$ cat config.mk
export PLATFORM = sky130hd
export DESIGN_NAME = coulomb_counter
export DESIGN_NICKNAME = d
export VERILOG_FILES = /design/src/rtl/cc_pkg.sv /design/src/rtl/cc_accum.sv /design/src/rtl/cc_divider.sv /design/src/rtl/cc_avg.sv /design/src/rtl/cc_flags.sv /design/src/rtl/coulomb_counter.sv
export SDC_FILE = /design/constraint.sdc
export NUM_CORES = 1
export LEC_CHECK = 0
export BUFFER_PORTS_ARGS = -buffer_cell sky130_fd_sc_hd__buf_2
export CORE_MARGIN = 1
export CORE_UTILIZATION = 58
export CTS_CLUSTER_SIZE = 10
export DETAILED_ROUTE_END_ITERATION = 10
export PLACE_DENSITY = 0.79
export SLEW_MARGIN = 10
export SYNTH_ARGS = -nofsm -noshare
export SYNTH_HDL_FRONTEND = slang
export SYNTH_SLANG_ARGS = --single-unit
$ cat constraint.sdc
create_clock -name clk_i -period 4 [get_ports clk_i]
set_clock_uncertainty 0.05 [all_clocks]
set_input_delay 0 -clock clk_i [delete_from_list [all_inputs] [get_ports clk_i]]
set_output_delay 0 -clock clk_i [all_outputs]
set_load 0.005 [all_outputs]
$ cat src/rtl/cc_pkg.sv
package cc_pkg;
  localparam int REG_W     = 16;
  localparam int ADDR_W    = 3;
  localparam int A_CTRL    = 0;
  localparam int A_OFFSET  = 1;
  localparam int A_SUM0    = 2;
  localparam int A_AVG     = 5;
  localparam int A_STATUS  = 6;
  localparam int CB_CLR    = 0;
  localparam int CB_RELOAD = 1;
  localparam int CB_MAW    = 2;
  localparam int CB_DYN    = 5;
endpackage

$ cat src/rtl/cc_accum.sv
module cc_accum #(
  parameter int SUM_W  = 40,
  parameter int DATA_W = 16
) (
  input  logic              clk_i,
  input  logic              rst_ni,
  input  logic              clr_i,
  input  logic              strobe_i,
  input  logic [DATA_W-1:0] sample_i,
  input  logic [DATA_W-1:0] offset_i,
  output logic [SUM_W-1:0]  sum_o
);
  localparam int EXT_W = SUM_W - DATA_W;
  logic [SUM_W-1:0] sum_q, smp_ext, off_ext;

  assign smp_ext = {{EXT_W{sample_i[DATA_W-1]}}, sample_i};
  assign off_ext = {{EXT_W{offset_i[DATA_W-1]}}, offset_i};

  always_ff @(posedge clk_i or negedge rst_ni) begin
    if (!rst_ni)       sum_q <= '0;
    else if (clr_i)    sum_q <= '0;
    else if (strobe_i) sum_q <= sum_q + smp_ext + off_ext;
  end

  assign sum_o = sum_q;
endmodule

$ cat src/rtl/cc_divider.sv
module cc_divider #(
  parameter int N = 17,
  parameter int D = 8
) (
  input  logic         clk_i,
  input  logic         rst_ni,
  input  logic         start_i,
  input  logic [N-1:0] dvd_i,
  input  logic [D-1:0] dvs_i,
  output logic         done_o,
  output logic [N-1:0] quo_o
);
  localparam int CW = $clog2(N + 1);
  logic [CW-1:0] cnt_q;
  logic [D:0]    rem_q, rem_sh, rem_nx;
  logic [N-1:0]  quo_q;
  logic [D-1:0]  dvs_q;
  logic          busy_q, done_q, ge;

  always_comb begin
    rem_sh = {rem_q[D-1:0], quo_q[N-1]};
    ge     = rem_sh >= {1'b0, dvs_q};
    rem_nx = ge ? rem_sh - {1'b0, dvs_q} : rem_sh;
  end

  always_ff @(posedge clk_i or negedge rst_ni) begin
    if (!rst_ni) begin
      cnt_q <= '0; rem_q <= '0; quo_q <= '0; dvs_q <= '0;
      busy_q <= 1'b0; done_q <= 1'b0;
    end else if (start_i) begin
      cnt_q  <= CW'(N);
      rem_q  <= '0;
      quo_q  <= dvd_i;
      dvs_q  <= dvs_i;
      busy_q <= 1'b1;
      done_q <= 1'b0;
    end else if (busy_q) begin
      rem_q <= rem_nx;
      quo_q <= {quo_q[N-2:0], ge};
      cnt_q <= cnt_q - 1'b1;
      if (cnt_q == CW'(1)) begin
        busy_q <= 1'b0;
        done_q <= 1'b1;
      end
    end else begin
      done_q <= 1'b0;
    end
  end

  assign done_o = done_q;
  assign quo_o  = quo_q;
endmodule

$ cat src/rtl/cc_avg.sv
module cc_avg #(
  parameter int DATA_W = 16,
  parameter int MAW_W  = 3
) (
  input  logic              clk_i,
  input  logic              rst_ni,
  input  logic              strobe_i,
  input  logic [DATA_W-1:0] sample_i,
  input  logic              fast_i,
  input  logic [MAW_W-1:0]  maw_i,
  input  logic              reload_i,
  input  logic [DATA_W-1:0] last_i,
  output logic [DATA_W-1:0] avg_o
);
  localparam int N = DATA_W + 1;
  localparam int D = 1 << MAW_W;

  logic [DATA_W-1:0] avg_q;
  logic [N-1:0]      diff, mag, quo, qs;
  logic [D-1:0]      dvs;
  logic [MAW_W-1:0]  shift;
  logic              neg_q, done;

  always_comb begin
    diff  = {sample_i[DATA_W-1], sample_i} - {avg_q[DATA_W-1], avg_q};
    mag   = diff[N-1] ? (~diff + 1'b1) : diff;
    shift = fast_i ? '0 : maw_i;
    dvs   = (D'(1) << shift) + D'(1);
    qs    = neg_q ? (~quo + 1'b1) : quo;
  end

  cc_divider #(.N(N), .D(D)) u_div (
    .clk_i   (clk_i),
    .rst_ni  (rst_ni),
    .start_i (strobe_i),
    .dvd_i   (mag),
    .dvs_i   (dvs),
    .done_o  (done),
    .quo_o   (quo)
  );

  always_ff @(posedge clk_i or negedge rst_ni) begin
    if (!rst_ni) begin
      avg_q <= '0;
      neg_q <= 1'b0;
    end else begin
      if (strobe_i) neg_q <= diff[N-1];
      if (reload_i)  avg_q <= last_i;
      else if (done) avg_q <= avg_q + qs[DATA_W-1:0];
    end
  end

  assign avg_o = avg_q;
endmodule

$ cat src/rtl/cc_flags.sv
module cc_flags #(
  parameter int STEP_W     = 17,
  parameter int DELTA_C    = 16,
  parameter int OVL_LIMIT  = 3,
  parameter int SAFE_LIMIT = 2
) (
  input  logic              clk_i,
  input  logic              rst_ni,
  input  logic              strobe_i,
  input  logic              limit_i,
  input  logic              full_scale_i,
  input  logic [STEP_W-1:0] step_i,
  output logic              overload_o,
  output logic              locked_o
);
  localparam int OW = $clog2(OVL_LIMIT + 2);
  localparam int SW = $clog2(SAFE_LIMIT + 1) + 1;
  localparam logic [STEP_W-1:0] SAFE_TH = STEP_W'(2 * DELTA_C);

  logic [OW-1:0] ovl_q;
  logic [SW-1:0] safe_q;
  logic          lock_q;

  always_ff @(posedge clk_i or negedge rst_ni) begin
    if (!rst_ni) begin
      ovl_q <= '0;
    end else if (strobe_i) begin
      if (!(limit_i && full_scale_i))     ovl_q <= '0;
      else if (ovl_q != OW'(OVL_LIMIT + 1)) ovl_q <= ovl_q + 1'b1;
    end
  end

  always_ff @(posedge clk_i or negedge rst_ni) begin
    if (!rst_ni) begin
      lock_q <= 1'b0;
      safe_q <= '0;
    end else if (strobe_i) begin
      if (limit_i) begin
        lock_q <= 1'b1;
        safe_q <= '0;
      end else if (lock_q && step_i < SAFE_TH) begin
        if (safe_q == SW'(SAFE_LIMIT)) begin
          lock_q <= 1'b0;
          safe_q <= '0;
        end else begin
          safe_q <= safe_q + 1'b1;
        end
      end else begin
        safe_q <= '0;
      end
    end
  end

  assign overload_o = ovl_q > OW'(OVL_LIMIT);
  assign locked_o   = lock_q;
endmodule

$ cat src/rtl/coulomb_counter.sv
module coulomb_counter
  import cc_pkg::*;
#(
  parameter int SUM_W   = 40,
  parameter int DATA_W  = 16,
  parameter int MAW_W   = 3,
  parameter int DELTA_C = 16
) (
  input  logic              clk_i,
  input  logic              rst_ni,
  input  logic              strobe_i,
  input  logic [DATA_W-1:0] sample_i,
  input  logic              hi_lim_i,
  input  logic              lo_lim_i,
  input  logic              full_scale_i,
  input  logic              reg_we_i,
  input  logic [ADDR_W-1:0] reg_addr_i,
  input  logic [REG_W-1:0]  reg_wdata_i,
  output logic [REG_W-1:0]  reg_rdata_o,
  output logic              overload_o,
  output logic              locked_o
);
  localparam int STEP_W = DATA_W + 1;
  localparam int NWORD  = (SUM_W + REG_W - 1) / REG_W;
  localparam int PAD_W  = NWORD * REG_W - SUM_W;
  localparam logic [STEP_W-1:0] BIG_TH = STEP_W'(4 * DELTA_C);

  logic [MAW_W-1:0]  maw_q;
  logic              dyn_q;
  logic [DATA_W-1:0] offset_q, prev_q, avg_q;
  logic [SUM_W-1:0]  sum_q;
  logic [NWORD*REG_W-1:0] sum_ext;
  logic [STEP_W-1:0] step_diff, step_mag;
  logic              ctrl_wr, clr_cmd, reload_cmd, limit, fast;

  assign ctrl_wr    = reg_we_i && reg_addr_i == ADDR_W'(A_CTRL);
  assign clr_cmd    = ctrl_wr && reg_wdata_i[CB_CLR];
  assign reload_cmd = ctrl_wr && reg_wdata_i[CB_RELOAD];
  assign limit      = hi_lim_i || lo_lim_i;

  always_ff @(posedge clk_i or negedge rst_ni) begin
    if (!rst_ni) begin
      maw_q <= '0; dyn_q <= 1'b0; offset_q <= '0; prev_q <= '0;
    end else begin
      if (ctrl_wr) begin
        maw_q <= reg_wdata_i[CB_MAW +: MAW_W];
        dyn_q <= reg_wdata_i[CB_DYN];
      end
      if (reg_we_i && reg_addr_i == ADDR_W'(A_OFFSET)) offset_q <= reg_wdata_i[DATA_W-1:0];
      if (strobe_i) prev_q <= sample_i;
    end
  end

  always_comb begin
    step_diff = {sample_i[DATA_W-1], sample_i} - {prev_q[DATA_W-1], prev_q};
    step_mag  = step_diff[STEP_W-1] ? (~step_diff + 1'b1) : step_diff;
    fast      = dyn_q && (limit || step_mag > BIG_TH);
  end

  cc_accum #(.SUM_W(SUM_W), .DATA_W(DATA_W)) u_accum (
    .clk_i, .rst_ni, .clr_i(clr_cmd), .strobe_i,
    .sample_i, .offset_i(offset_q), .sum_o(sum_q)
  );

  cc_avg #(.DATA_W(DATA_W), .MAW_W(MAW_W)) u_avg (
    .clk_i, .rst_ni, .strobe_i, .sample_i, .fast_i(fast),
    .maw_i(maw_q), .reload_i(reload_cmd), .last_i(prev_q), .avg_o(avg_q)
  );

  cc_flags #(.STEP_W(STEP_W), .DELTA_C(DELTA_C)) u_flags (
    .clk_i, .rst_ni, .strobe_i, .limit_i(limit), .full_scale_i,
    .step_i(step_mag), .overload_o, .locked_o
  );

  generate
    if (PAD_W > 0) begin : g_pad
      assign sum_ext = {{PAD_W{1'b0}}, sum_q};
    end else begin : g_nopad
      assign sum_ext = sum_q;
    end
  endgenerate

  always_comb begin
    reg_rdata_o = '0;
    unique case (int'(reg_addr_i))
      A_CTRL:   begin
                  reg_rdata_o[CB_MAW +: MAW_W] = maw_q;
                  reg_rdata_o[CB_DYN]          = dyn_q;
                end
      A_OFFSET: reg_rdata_o = REG_W'(offset_q);
      A_AVG:    reg_rdata_o = REG_W'(avg_q);
      A_STATUS: reg_rdata_o = {{(REG_W-2){1'b0}}, locked_o, overload_o};
      default:  begin
                  for (int k = 0; k < NWORD; k++)
                    if (int'(reg_addr_i) == A_SUM0 + k) reg_rdata_o = sum_ext[k*REG_W +: REG_W];
                end
    endcase
  end
endmodule

==> metrics.yaml, run 1 <==
min_path_cells: 3
crit_family: "compound AO/OA/AOI/OAI gates"
slowest_delay_ns: 0.41
cts_buffer_depth: 2
grt_use_total_pct: 33.7
die_area_um2: 23100
status: "finished, violations left"
ant_nets: 0
yosys.area.top_type: "dfrtp_1"
htree_levels: 4
die-width_um: 152
n_fill_cell: 1690
ys.flop_type: "dfrtp_1"
grt_max_degree: 81
min_path_type: "input pin to flip-flop"
period_minus_slack_ns: 4.10
dp.cells: 1845
seqCellArea_um2: 3510
end_kind: "flip-flop"
ys.warnings.count: 0
worstSetupStartpointType: "flip-flop"
synthMuxAreaShare_pct: 7.78
routed_via_density: 6.28
relSlewSlack_pct: 32.7
critPathMaxFanout: 4
multi_input_area_um2: 9250
tightest_slew_ns: 1.01
synth_fp_nets: 1670
path_common_cell: "a31oi_1"
synth-xor-area-share_pct: 6.89
critPathBufInv: 0
ys_ff_latch: 140
worst-r2r-cell-count: 15
p_per_area_nw_per_um2: 912
ios: 60
numCtsBuffers: 17
synth-compound-area-share_pct: 21.9
wl_mm: 38.2
gp_congestion: 0.941
synth_area_leaders: "dfrtp_1 (27%), ha_1 (9.9%), fa_1 (6.8%), mux2i_1 (4.8%), xnor2_1 (4.8%)"
diodes: 0
path_cells: "ha_4 > fa_2 > nand2b_4 > a21o_1 > a211o_1 > a31oi_1 > xnor2_1 > o31ai_4 > o2bb2ai_2 > nor4b_4 > a41oi_2 > or2_1 > ha_2 > or3_1 > a31oi_1"
syn_to_final_growth_pct: 17.7
nets: 1810
antenna_found_initial: 0
syn_area_um2: 13000
clkSlewWorstSetupHoldPaths_ns: 0.07
power.leakage_nw: 6.99
cp_data_required_time_ns: 4.30
dpl_worst_slack_ns: -0.279
drv_slew: 0
critPathArrivalTime_ns: 4.41
routedWlPerCell_um: 20.0
ys_types: 85
grt-ovfl-total: 0
initial_core_util_pct: 59.4
synth_fa_ha_area_share_pct: 16.6
min_to: "offset_q[0]"
violations: "DRC, setup timing"
rows: 54
clock_sinks: 140
ir_drop_mv: 0.392
drt_iter0_markers: 949
fmax_ghz: 0.244
place_hpwl_mm: 28.4
synth_edf_count: 0
clock-root-buffer: "clkbuf_16"
synthSimpleGateAreaFrac_pct: 15.7
syn_area_per_cell_um2: 8.80
cap_violations: 0
coreArea_um2: 22000
yosys.area.top_type_share_pct: 26.9
post-route-cell-area_um2: 15300
clk_latency_ns: 0.44
die_y_um: 152
worst_r2r_endpoint: "u_avg.u_div.dvs_q[2]"
vias: 12000
async_flop_share_pct: 100
setup_viol: 1
hold_viol: 0
io_buffers: 59
cts_tree: "yes"
firstDrtPassIters: 9
seq_area_frac_synth_pct: 26.9
grt_pass1_wl_mm: 61.1
drive_above_1_share_pct: 17.1
cpMaxStageDelayCell: "dfrtp_1"
synth_top_family_by_area: "compound AO/OA/AOI/OAI gates"
whs_ns: 0.0556
synth_cells: 1481
fin_crit_sh_pct: 103
r2r_slack_ns: -0.10
finalPower_mw: 14.0
drcViolationCount: 4
instances_no_fill: 1914
setup_slack_ns: -0.104
grt_pass1_vias: 11600
worst-setup-path-type: "flip-flop to flip-flop"
r2r_start: "prev_q[0]"
rsz0062_at_grt: "yes"
place_area_um2: 14100
hp-start: "reg_we_i"
crit_start: "prev_q[0]"
[routing by layer]
metal  global-route usage (%)  share of wire [%]
met1                     46.7                 43
met5                        0                  0
met2                     53.0                 46
met4                     12.3                3.2
met3                     5.73                7.5
[synth_stat cells, types with 15 or more instances]
| master | instances |
|---|---|
| a211oi_1 | 23 |
| a21o_1 | 42 |
| a21oi_1 | 89 |
| a31oi_1 | 23 |
| clkbuf_1 | 40 |
| dfrtp_1 | 140 |
| fa_1 | 44 |
| ha_1 | 103 |
| inv_1 | 82 |
| mux2_2 | 34 |
| mux2i_1 | 63 |
| nand2_1 | 137 |
| nand2b_1 | 16 |
| nand3_1 | 22 |
| nor2_1 | 110 |
| nor2b_1 | 18 |
| nor3_1 | 29 |
| o21a_1 | 15 |
| o21ai_0 | 109 |
| o31ai_1 | 17 |
| xnor2_1 | 72 |
| xor2_1 | 25 |
[sequential cells by signal, indices dropped and copies added (netlist names)]
name / count
u_avg.u_div.dvs_q: 8
u_avg.u_div.done_o: 1
u_flags.safe_q: 3
u_accum.sum_o: 40
u_avg.u_div.quo_o: 17
u_flags.locked_o: 1
dyn_q: 1
u_avg.u_div.busy_q: 1
offset_q: 16
u_flags.ovl_q: 3
u_avg.neg_q: 1
prev_q: 16
maw_q: 3
u_avg.u_div.rem_q: 8
u_avg.avg_o: 16
u_avg.u_div.cnt_q: 5
[worst register-to-register path, stage by stage (launching register included)]
cell and delay [ns]:
dfrtp_1 0.41, ha_4 0.19, fa_2 0.35, nand2b_4 0.16, a21o_1 0.21, a211o_1 0.29, a31oi_1 0.31, xnor2_1 0.23
o31ai_4 0.12, o2bb2ai_2 0.16, nor4b_4 0.31, a41oi_2 0.24, or2_1 0.29, ha_2 0.18, or3_1 0.36, a31oi_1 0.16
[stage by stage]
| step | utilization, % | setup TNS, ns |
|---|---|---|
| floorplan | - | 0 |
| global placement | 64.2 | -0.386 |
| detailed placement | 64.2 | -0.604 |
| CTS | 69.0 | -0.0539 |
| global route | 69.9 | -0.336 |
| finish | 69.9 | -0.104 |
[area by class of cell]
class	count	area share, %
inverter	83	2.03
multi-input combinational	1198	60.3
tap	280	2.28
timing repair buffer	181	8.52
sequential	140	22.9
clock inverter	13	1.16
clock buffer	19	2.89
[worst max-delay path by stage]
stage | to | slack, ns | cells after the start
after floorplan | u_avg.u_div.dvs_q[2] | 0.07 | 14
after global placement | u_avg.u_div.dvs_q[2] | -0.20 | 14
after detailed placement | u_avg.u_div.dvs_q[2] | -0.28 | 15
after CTS | u_avg.u_div.dvs_q[2] | -0.05 | 17
after global routing | u_avg.u_div.dvs_q[2] | -0.27 | 15
final | u_avg.u_div.dvs_q[2] | -0.10 | 15
[logic make-up after synthesis]
group / count (synthesis)
and+or+nand+nor: 422
DFF: 140
muxes: 97
xor gates and xnor gates: 100
AOI/OAI and AO/OA: 432
adders and majority gates: 147
buffers and inverters: 143
[cells in the final DEF (no fill, tap or decap), types with 6 or more instances in the layout]
master         Yosys  layout
dfrtp_1          140     139
nand2_1          137     137
nor2_1           110     110
o21ai_0          109     106
ha_1             103     101
buf_4              1      88
a21oi_1           89      85
inv_1             82      82
xnor2_1           72      71
mux2i_1           63      63
buf_2              4      57
fa_1              44      43
a21o_1            42      42
dlygate4sd3_1      0      35
mux2_2            34      34
nor3_1            29      26
xor2_1            25      23
nand3_1           22      22
a31oi_1           23      22
a211oi_1          23      20
nor2b_1           18      18
clkbuf_16          0      17
nand2b_1          16      15
o31ai_1           17      15
o21a_1            15      15
nand4_1           14      14
or3_1             12      12
a22oi_1           11      11
o22ai_1           12      11
or2_2              9       9
and3_1             9       9
o21bai_1          10       9
and2_1             8       8
o21ai_1            4       7
inv_6              0       6
[repair_timing]
action / CTS / global route
pin swaps: 7 / 12
buffers inserted: 0 / 2
gates resized for setup: 14 / 33
setup endpoints to repair: 7 / 17
hold buffers: 35 / 0
endpoints found under the hold margin: 106 / 0
[power breakdown]
group          internal (mW)  switching [mW]  total [mW]
Sequential              1.97           0.657        2.62
Combinational           4.34            5.33        9.67
Clock                   1.01           0.676        1.69
Note: power is estimated with default switching activity, not from simulation.
==> run 2: changes to the inputs <==
Settings changed: CELL_PAD_IN_SITES_DETAIL_PLACEMENT from default to 1, CELL_PAD_IN_SITES_GLOBAL_PLACEMENT from default to 1, CORE_UTILIZATION 58 to 45, CTS_BUF_LIST from default to sky130_fd_sc_hd__clkbuf_4 sky130_fd_sc_hd__clkbuf_8, PLACE_DENSITY 0.79 to default, PLACE_DENSITY_LB_ADDON from default to 0.1, SLEW_MARGIN 10 to default.
==> run 2 against run 1 <==
  * The run ends with setup timing left
  * Sequential power about the same
  * Total power rose by 1.1%
  * Core utilization is 14 points lower
  * Die area up 28%
  * Via count increased by 0.76%
  * Clock power decreased by 22%
  * Critical path depth stayed put
  * Largest cell class unchanged
  * Register-to-register slack hardly changed
  * Design area up 3.3%
  * Maximum frequency down 0.17%
  * Final cell count rose by 8.1%
  * First-iteration DRC count is 18% lower
==> metrics.yaml, run 2 (synthesized netlist as in run 1, its figures left out) <==
clock-root-buffer: "clkbuf_8"  # was clkbuf_16
final_core_utilization_pct: 56.3  # was 69.9%
critPathMaxFanout: 6  # was 4
post-route-cell-area_um2: 15900  # was 15300 um^2
whs_ns: 0.0359  # was 0.0556 ns
r2r_slack_ns: -0.11  # was -0.10 ns
power.switching_mw: 6.94  # was 6.67 mW
end_kind: "flip-flop"  # unchanged
pwr-share-comb_pct: 71.9  # was 69.2%
layout_common_cells: "dfrtp_1 (139), buf_4 (138), nand2_1 (137), nor2_1 (107), o21ai_0 (105)"  # was dfrtp_1 (139), nand2_1 (137), nor2_1 (110), o21ai_0 (106), ha_1 (101)
rsz0062_at_grt: "yes"  # unchanged
min_path_cells: 5  # was 3
relSlewSlack_pct: 30.4  # was 32.7%
clk_latency_ns: 0.48  # was 0.44 ns
vias: 12100  # was 12000
intPower_mw: 7.20  # was 7.32 mW
diodes: 0  # unchanged
setup_viol: 1  # unchanged
grt-ovfl-total: 0  # unchanged
drt_iter0_markers: 779  # was 949
r2r_start: "prev_q[0]"  # unchanged
die_area_um2: 29600  # was 23100 um^2
netSwitchingFraction_pct: 49.1  # was 47.6%
status: "finished, violations left"  # unchanged
die_y_um: 172  # was 152 um
hold_viol: 0  # unchanged
violations: "setup timing"  # was DRC, setup timing
rows: 61  # was 54
hp-start: "reg_addr_i[0]"  # was reg_we_i
cpMaxStageDelayCell: "dfrtp_1"  # unchanged
finalPower_mw: 14.1  # was 14.0 mW
gp_congestion: 0.879  # was 0.941
drv_slew: 0  # unchanged
syn_to_final_growth_pct: 21.6  # was 17.7%
critPathArrivalTime_ns: 4.46  # was 4.41 ns
clkSlewWorstSetupHoldPaths_ns: 0.09  # was 0.07 ns
ios: 60  # unchanged
clock_sinks: 140  # unchanged
place_area_um2: 14500  # was 14100 um^2
worst-setup-path-type: "flip-flop to flip-flop"  # unchanged
worst-r2r-cell-count: 15  # unchanged
place_hpwl_mm: 33.5  # was 28.4 mm
cts_tree: "yes"  # unchanged
worst_r2r_endpoint: "u_avg.u_div.dvs_q[2]"  # unchanged
wl_mm: 44.3  # was 38.2 mm
htree_levels: 4  # unchanged
drcViolationCount: 0  # was 4
instances_no_fill: 2069  # was 1914
finalSetupTns_ns: -0.110  # was -0.104 ns
clkPwrFrac_pct: 9.3  # was 12.1%
dp.cells: 1981  # was 1845
numCtsBuffers: 17  # unchanged
cts_buffer_depth: 2  # unchanged
antenna_found_initial: 1  # was 0
final_common_cell: "dfrtp_1"  # unchanged
initial_core_util_pct: 46.3  # was 59.4%
grt_pass1_wl_mm: 68.4  # was 61.1 mm
p_per_area_nw_per_um2: 892  # was 912 nW/um^2
seqPwrFrac_pct: 18.8  # about the same
largest_reg_flops: 40  # unchanged
drive_above_1_share_pct: 20.6  # was 17.1%
path_cells: "ha_4 > fa_2 > buf_4 > xor2_2 > buf_4 > nor4b_4 > nand4b_1 > a211oi_2 > o2bb2ai_2 > nor4b_4 > a41oi_2 > or2_1 > ha_2 > or3_4 > a31oi_4"  # was ha_4 > fa_2 > nand2b_4 > a21o_1 > a211o_1 > a31oi_1 > xnor2_1 > o31ai_4 > o2bb2ai_2 > nor4b_4 > a41oi_2 > or2_1 > ha_2 > or3_1 > a31oi_1
fmax_ghz: 0.243  # was 0.244 GHz
grt_pass1_vias: 12400  # was 11600
period_minus_slack_ns: 4.11  # was 4.10 ns
ant_nets: 0  # unchanged
setup_slack_ns: -0.110  # was -0.104 ns
grt_use_total_pct: 30.8  # was 33.7%
tightest_slew_ns: 1.04  # was 1.01 ns
cap_violations: 0  # unchanged
ir_drop_mv: 0.480  # was 0.392 mV
min_path_type: "input pin to flip-flop"  # unchanged
min_to: "maw_q[0]"  # was offset_q[0]
worstSetupStartpointType: "flip-flop"  # unchanged
grt_max_degree: 91  # was 81
power.leakage_nw: 7.23  # was 6.99 nW
dpl_worst_slack_ns: -0.377  # was -0.279 ns
io_buffers: 59  # unchanged
coreArea_um2: 28200  # was 22000 um^2
fin_crit_sh_pct: 103  # about the same
routed_via_density: 5.85  # was 6.28
nets: 1867  # was 1810
die-width_um: 172  # was 152 um
routedWlPerCell_um: 21.4  # was 20.0 um
slowest_delay_ns: 0.43  # was 0.41 ns
cp_data_required_time_ns: 4.34  # was 4.30 ns
firstDrtPassIters: 5  # was 9
[run 2: layout make-up]
type	count	area (um^2)
well taps	378	473
clock buffers	18	248
fillers	3274	12300
clock inverters	14	181
repair buffers	238	1770
flip-flops and latches	140	3500
multi-input cells	1198	9360
inverters	83	312
[run 2: power groups by stage]
stage	clock network [mW]	logic (mW)	registers, mW
final	1.31	10.2	2.65
after CTS	1.34	9.89	2.64
after global routing	1.38	11.3	2.71
after detailed placement	0	9.63	2.66
after floorplan	0	7.16	2.40
after global placement	0	9.30	2.64
[run 2: timing repair]
| action | CTS | global route |
|---|---|---|
| hold endpoints to repair | 143 | 0 |
| pin swaps | 20 | 12 |
| hold buffers | 40 | 0 |
| endpoints found under the setup margin | 6 | 18 |
| setup buffers | 7 | 9 |
| resized for setup | 34 | 33 |
[run 2: worst max-delay path: cells and delay by family, from the launching register on]
| kind | cells | cell delay, ns |
|---|---|---|
| simple gates | 5 | 1.54 |
| flops | 1 | 0.43 |
| xor+xnor | 1 | 0.19 |
| buf+inv | 2 | 0.30 |
| compound gates | 4 | 0.76 |
| fa+ha+maj | 3 | 0.74 |
[run 2: how the worst max path moves through the flow]
| stage | cells past startpoint | startpoint | slack, ns | endpoint |
|---|---|---|---|---|
| detailed placement | 15 | prev_q[0] | -0.38 | u_avg.u_div.dvs_q[2] |
| floorplan | 14 | prev_q[0] | 0.07 | u_avg.u_div.dvs_q[2] |
| CTS | 16 | prev_q[0] | -0.07 | u_avg.u_div.dvs_q[2] |
| global placement | 15 | prev_q[0] | -0.26 | u_avg.u_div.dvs_q[2] |
| finish | 15 | prev_q[0] | -0.11 | u_avg.u_div.dvs_q[2] |
| global route | 15 | prev_q[0] | -0.25 | u_avg.u_div.dvs_q[2] |
[run 2: metal layers]
metal	vias up	track usage, %	share of wire (%)
li1	5742	-	-
met1	6102	43.7	48
met2	229	49.6	46
met3	40	3.64	3.8
met4	0	7.85	1.8
met5	-	0	0
==> run 3: changes to the inputs <==
Settings changed: BUFFER_PORTS_ARGS -buffer_cell sky130_fd_sc_hd__buf_2 to default, CORE_UTILIZATION 45 to 47, DONT_BUFFER_PORTS from default to 1.
==> run 3 against run 2 <==
  * The flow finishes with violations (hold timing, setup timing)
  * Die area is 4.2% lower
  * Combinational power is 5% higher
  * Via count is 0.97% lower
  * Count of clock-buffer cells in the layout is 1 higher
  * Global-route usage is 1.3 points higher
  * Core utilization is 1.9 points higher
  * Sequential power is 2% higher
  * Maximum frequency is 2.6% higher
  * Register-to-register slack better by 0.10 ns
  * Sequential share of layout area is 0.14 points higher
  * Setup slack better by 0.10 ns
  * Clock power hardly changed
==> metrics.yaml, run 3 (synthesized netlist as in run 1, its figures left out) <==
nets: 1814  # was 1867
worst_r2r_endpoint: "u_avg.u_div.dvs_q[2]"  # unchanged
fmax_ghz: 0.250  # was 0.243 GHz
grt-ovfl-total: 0  # unchanged
status: "finished, violations left"  # unchanged
drcViolationCount: 0  # unchanged
power.leakage_nw: 6.98  # was 7.23 nW
rsz0062_at_grt: "yes"  # unchanged
io_buffers: 0  # was 59
relSlewSlack_pct: 30.2  # was 30.4%
ir_drop_mv: 0.653  # was 0.480 mV
slowest_delay_ns: 0.42  # was 0.43 ns
coreArea_um2: 27100  # was 28200 um^2
hold_viol: 32  # was 0
syn_to_final_growth_pct: 20.9  # was 21.6%
violations: "hold timing, setup timing"  # was setup timing
gp_congestion: 0.857  # was 0.879
drive_above_1_share_pct: 14.5  # was 20.6%
firstDrtPassIters: 5  # unchanged
grt_max_degree: 141  # was 91
tightest_slew_ns: 1.04  # about the same
numCtsBuffers: 17  # unchanged
drt_iter0_markers: 739  # was 779
finalSetupTns_ns: -0.00595  # was -0.110 ns
die_area_um2: 28400  # was 29600 um^2
path_cells: "ha_4 > fa_2 > nand2b_4 > a21o_1 > a21o_1 > a22oi_2 > nand4_1 > buf_4 > nor4_4 > nor4b_4 > nor4b_4 > buf_4 > a41oi_4 > nor3_2 > ha_2 > or3_1 > a31oi_1"  # was ha_4 > fa_2 > buf_4 > xor2_2 > buf_4 > nor4b_4 > nand4b_1 > a211oi_2 > o2bb2ai_2 > nor4b_4 > a41oi_2 > or2_1 > ha_2 > or3_4 > a31oi_4
min_path_cells: 1  # was 5
end_kind: "flip-flop"  # unchanged
initial_core_util_pct: 48.1  # was 46.3%
r2r_slack_ns: -0.006  # was -0.11 ns
setup_slack_ns: -0.00595  # was -0.110 ns
grt_use_total_pct: 32.1  # was 30.8%
p_per_area_nw_per_um2: 930  # was 892 nW/um^2
largest_reg_flops: 40  # unchanged
min_to: "u_avg.u_div.dvs_q[4]"  # was maw_q[0]
whs_ns: -0.431  # was 0.0359 ns
cts_buffer_depth: 2  # unchanged
die-width_um: 169  # was 172 um
cp_data_required_time_ns: 4.36  # was 4.34 ns
diodes: 0  # unchanged
r2r_start: "prev_q[0]"  # unchanged
critPathMaxFanout: 6  # unchanged
worst-r2r-cell-count: 17  # was 15
hp-start: "strobe_i"  # was reg_addr_i[0]
antenna_found_initial: 1  # unchanged
grt_pass1_vias: 12700  # was 12400
place_hpwl_mm: 32.1  # was 33.5 mm
clock_sinks: 140  # unchanged
min_path_type: "input pin to flip-flop"  # unchanged
critPathArrivalTime_ns: 4.36  # was 4.46 ns
clock-root-buffer: "clkbuf_8"  # unchanged
ant_nets: 0  # unchanged
setup_viol: 1  # unchanged
layout_common_cells: "dfrtp_1 (138), nand2_1 (136), nor2_1 (108), o21ai_0 (105), ha_1 (98)"  # was dfrtp_1 (139), buf_4 (138), nand2_1 (137), nor2_1 (107), o21ai_0 (105)
die_y_um: 169  # was 172 um
clkSlewWorstSetupHoldPaths_ns: 0.09  # about the same
crit_start: "prev_q[0]"  # unchanged
ios: 60  # unchanged
clk_latency_ns: 0.50  # was 0.48 ns
final_common_cell: "dfrtp_1"  # unchanged
worstSetupStartpointType: "flip-flop"  # unchanged
drv_slew: 0  # unchanged
fin_crit_sh_pct: 100  # was 103%
cpMaxStageDelayCell: "dfrtp_1"  # unchanged
vias: 12000  # was 12100
grt_pass1_wl_mm: 70.6  # was 68.4 mm
routedWlPerCell_um: 22.2  # was 21.4 um
htree_levels: 4  # unchanged
worst-setup-path-type: "flip-flop to flip-flop"  # unchanged
period_minus_slack_ns: 4.01  # was 4.11 ns
routed_via_density: 5.97  # was 5.85
wl_mm: 44.6  # was 44.3 mm
rows: 60  # was 61
dpl_worst_slack_ns: -0.274  # was -0.377 ns
cts_tree: "yes"  # unchanged
cap_violations: 0  # unchanged
-- run 3: changes by cell type in the layout (fill, tap and decap cells not counted), moves of 3 or more --
cell and change:
ha_1 -3, buf_2 -57, buf_4 -53, dlygate4sd3_1 +57
-- run 3: worst max-delay path: cells and delay by family, from the launching register on --
family,cells,cell delay (ns)
adder cells (fa/ha/maj),3,0.78
flip-flops,1,0.42
AO/OA/AOI/OAI,5,0.93
buffers and inverters,2,0.33
AND/OR/NAND/NOR,7,1.42
-- run 3: final cells by class --
type,count,area [um^2]
Fill cell,3104,11300
Multi-Input combinational cell,1198,9390
Sequential cell,140,3510
Timing Repair Buffer,185,1670
Tap cell,372,465
Inverter,83,312
Clock buffer,19,262
Clock inverter,13,155
-- run 3: worst max-delay path by stage --
stage,to,slack (ns),cells after the start
6_report,u_avg.u_div.dvs_q[2],-0.006,17
5_1_grt,u_avg.u_div.dvs_q[2],-0.21,18
4_1_cts,u_avg.u_div.dvs_q[2],-0.03,16
3_5_place_dp,u_avg.u_div.dvs_q[2],-0.27,15
3_3_place_gp,u_avg.u_div.dvs_q[2],-0.11,14
2_1_floorplan,u_avg.u_div.dvs_q[2],0.07,14
-- run 3: per-layer routing --
metal | vias to the layer above | GRT usage, % | routed length [um]
met4 | 2 | 8.97 | 894
met3 | 58 | 4.77 | 1890
met1 | 6076 | 43.3 | 20600
met2 | 225 | 53.5 | 21100
li1 | 5634 | - | -
met5 | - | 0 | 17
-- run 3: stage by stage --
stage	instances	total power [mW]	instance area [um^2]	utilization, %
3_3_place_gp	1866	11.7	13800	51.1
6_report	2010	14.6	15800	58.1
2_1_floorplan	1481	9.56	13000	-
3_5_place_dp	1866	12.1	13800	51.1
5_1_grt	2010	15.8	15800	58.1
4_1_cts	2001	14.2	15500	57.2
-- run 3: repair_timing --
action	CTS	global route
gates resized for setup	37	32
hold buffers	96	2
endpoints found under the hold margin	262	34
pin swaps	18	19
setup buffers	8	7
setup endpoints to repair	9	33
-- run 3: power breakdown --
part | switching [mW] | internal [mW] | total, mW
combinational | 5.69 | 4.98 | 10.7
sequential | 0.725 | 1.96 | 2.69
clock | 0.693 | 0.602 | 1.30
total | 7.11 | 7.54 | 14.6
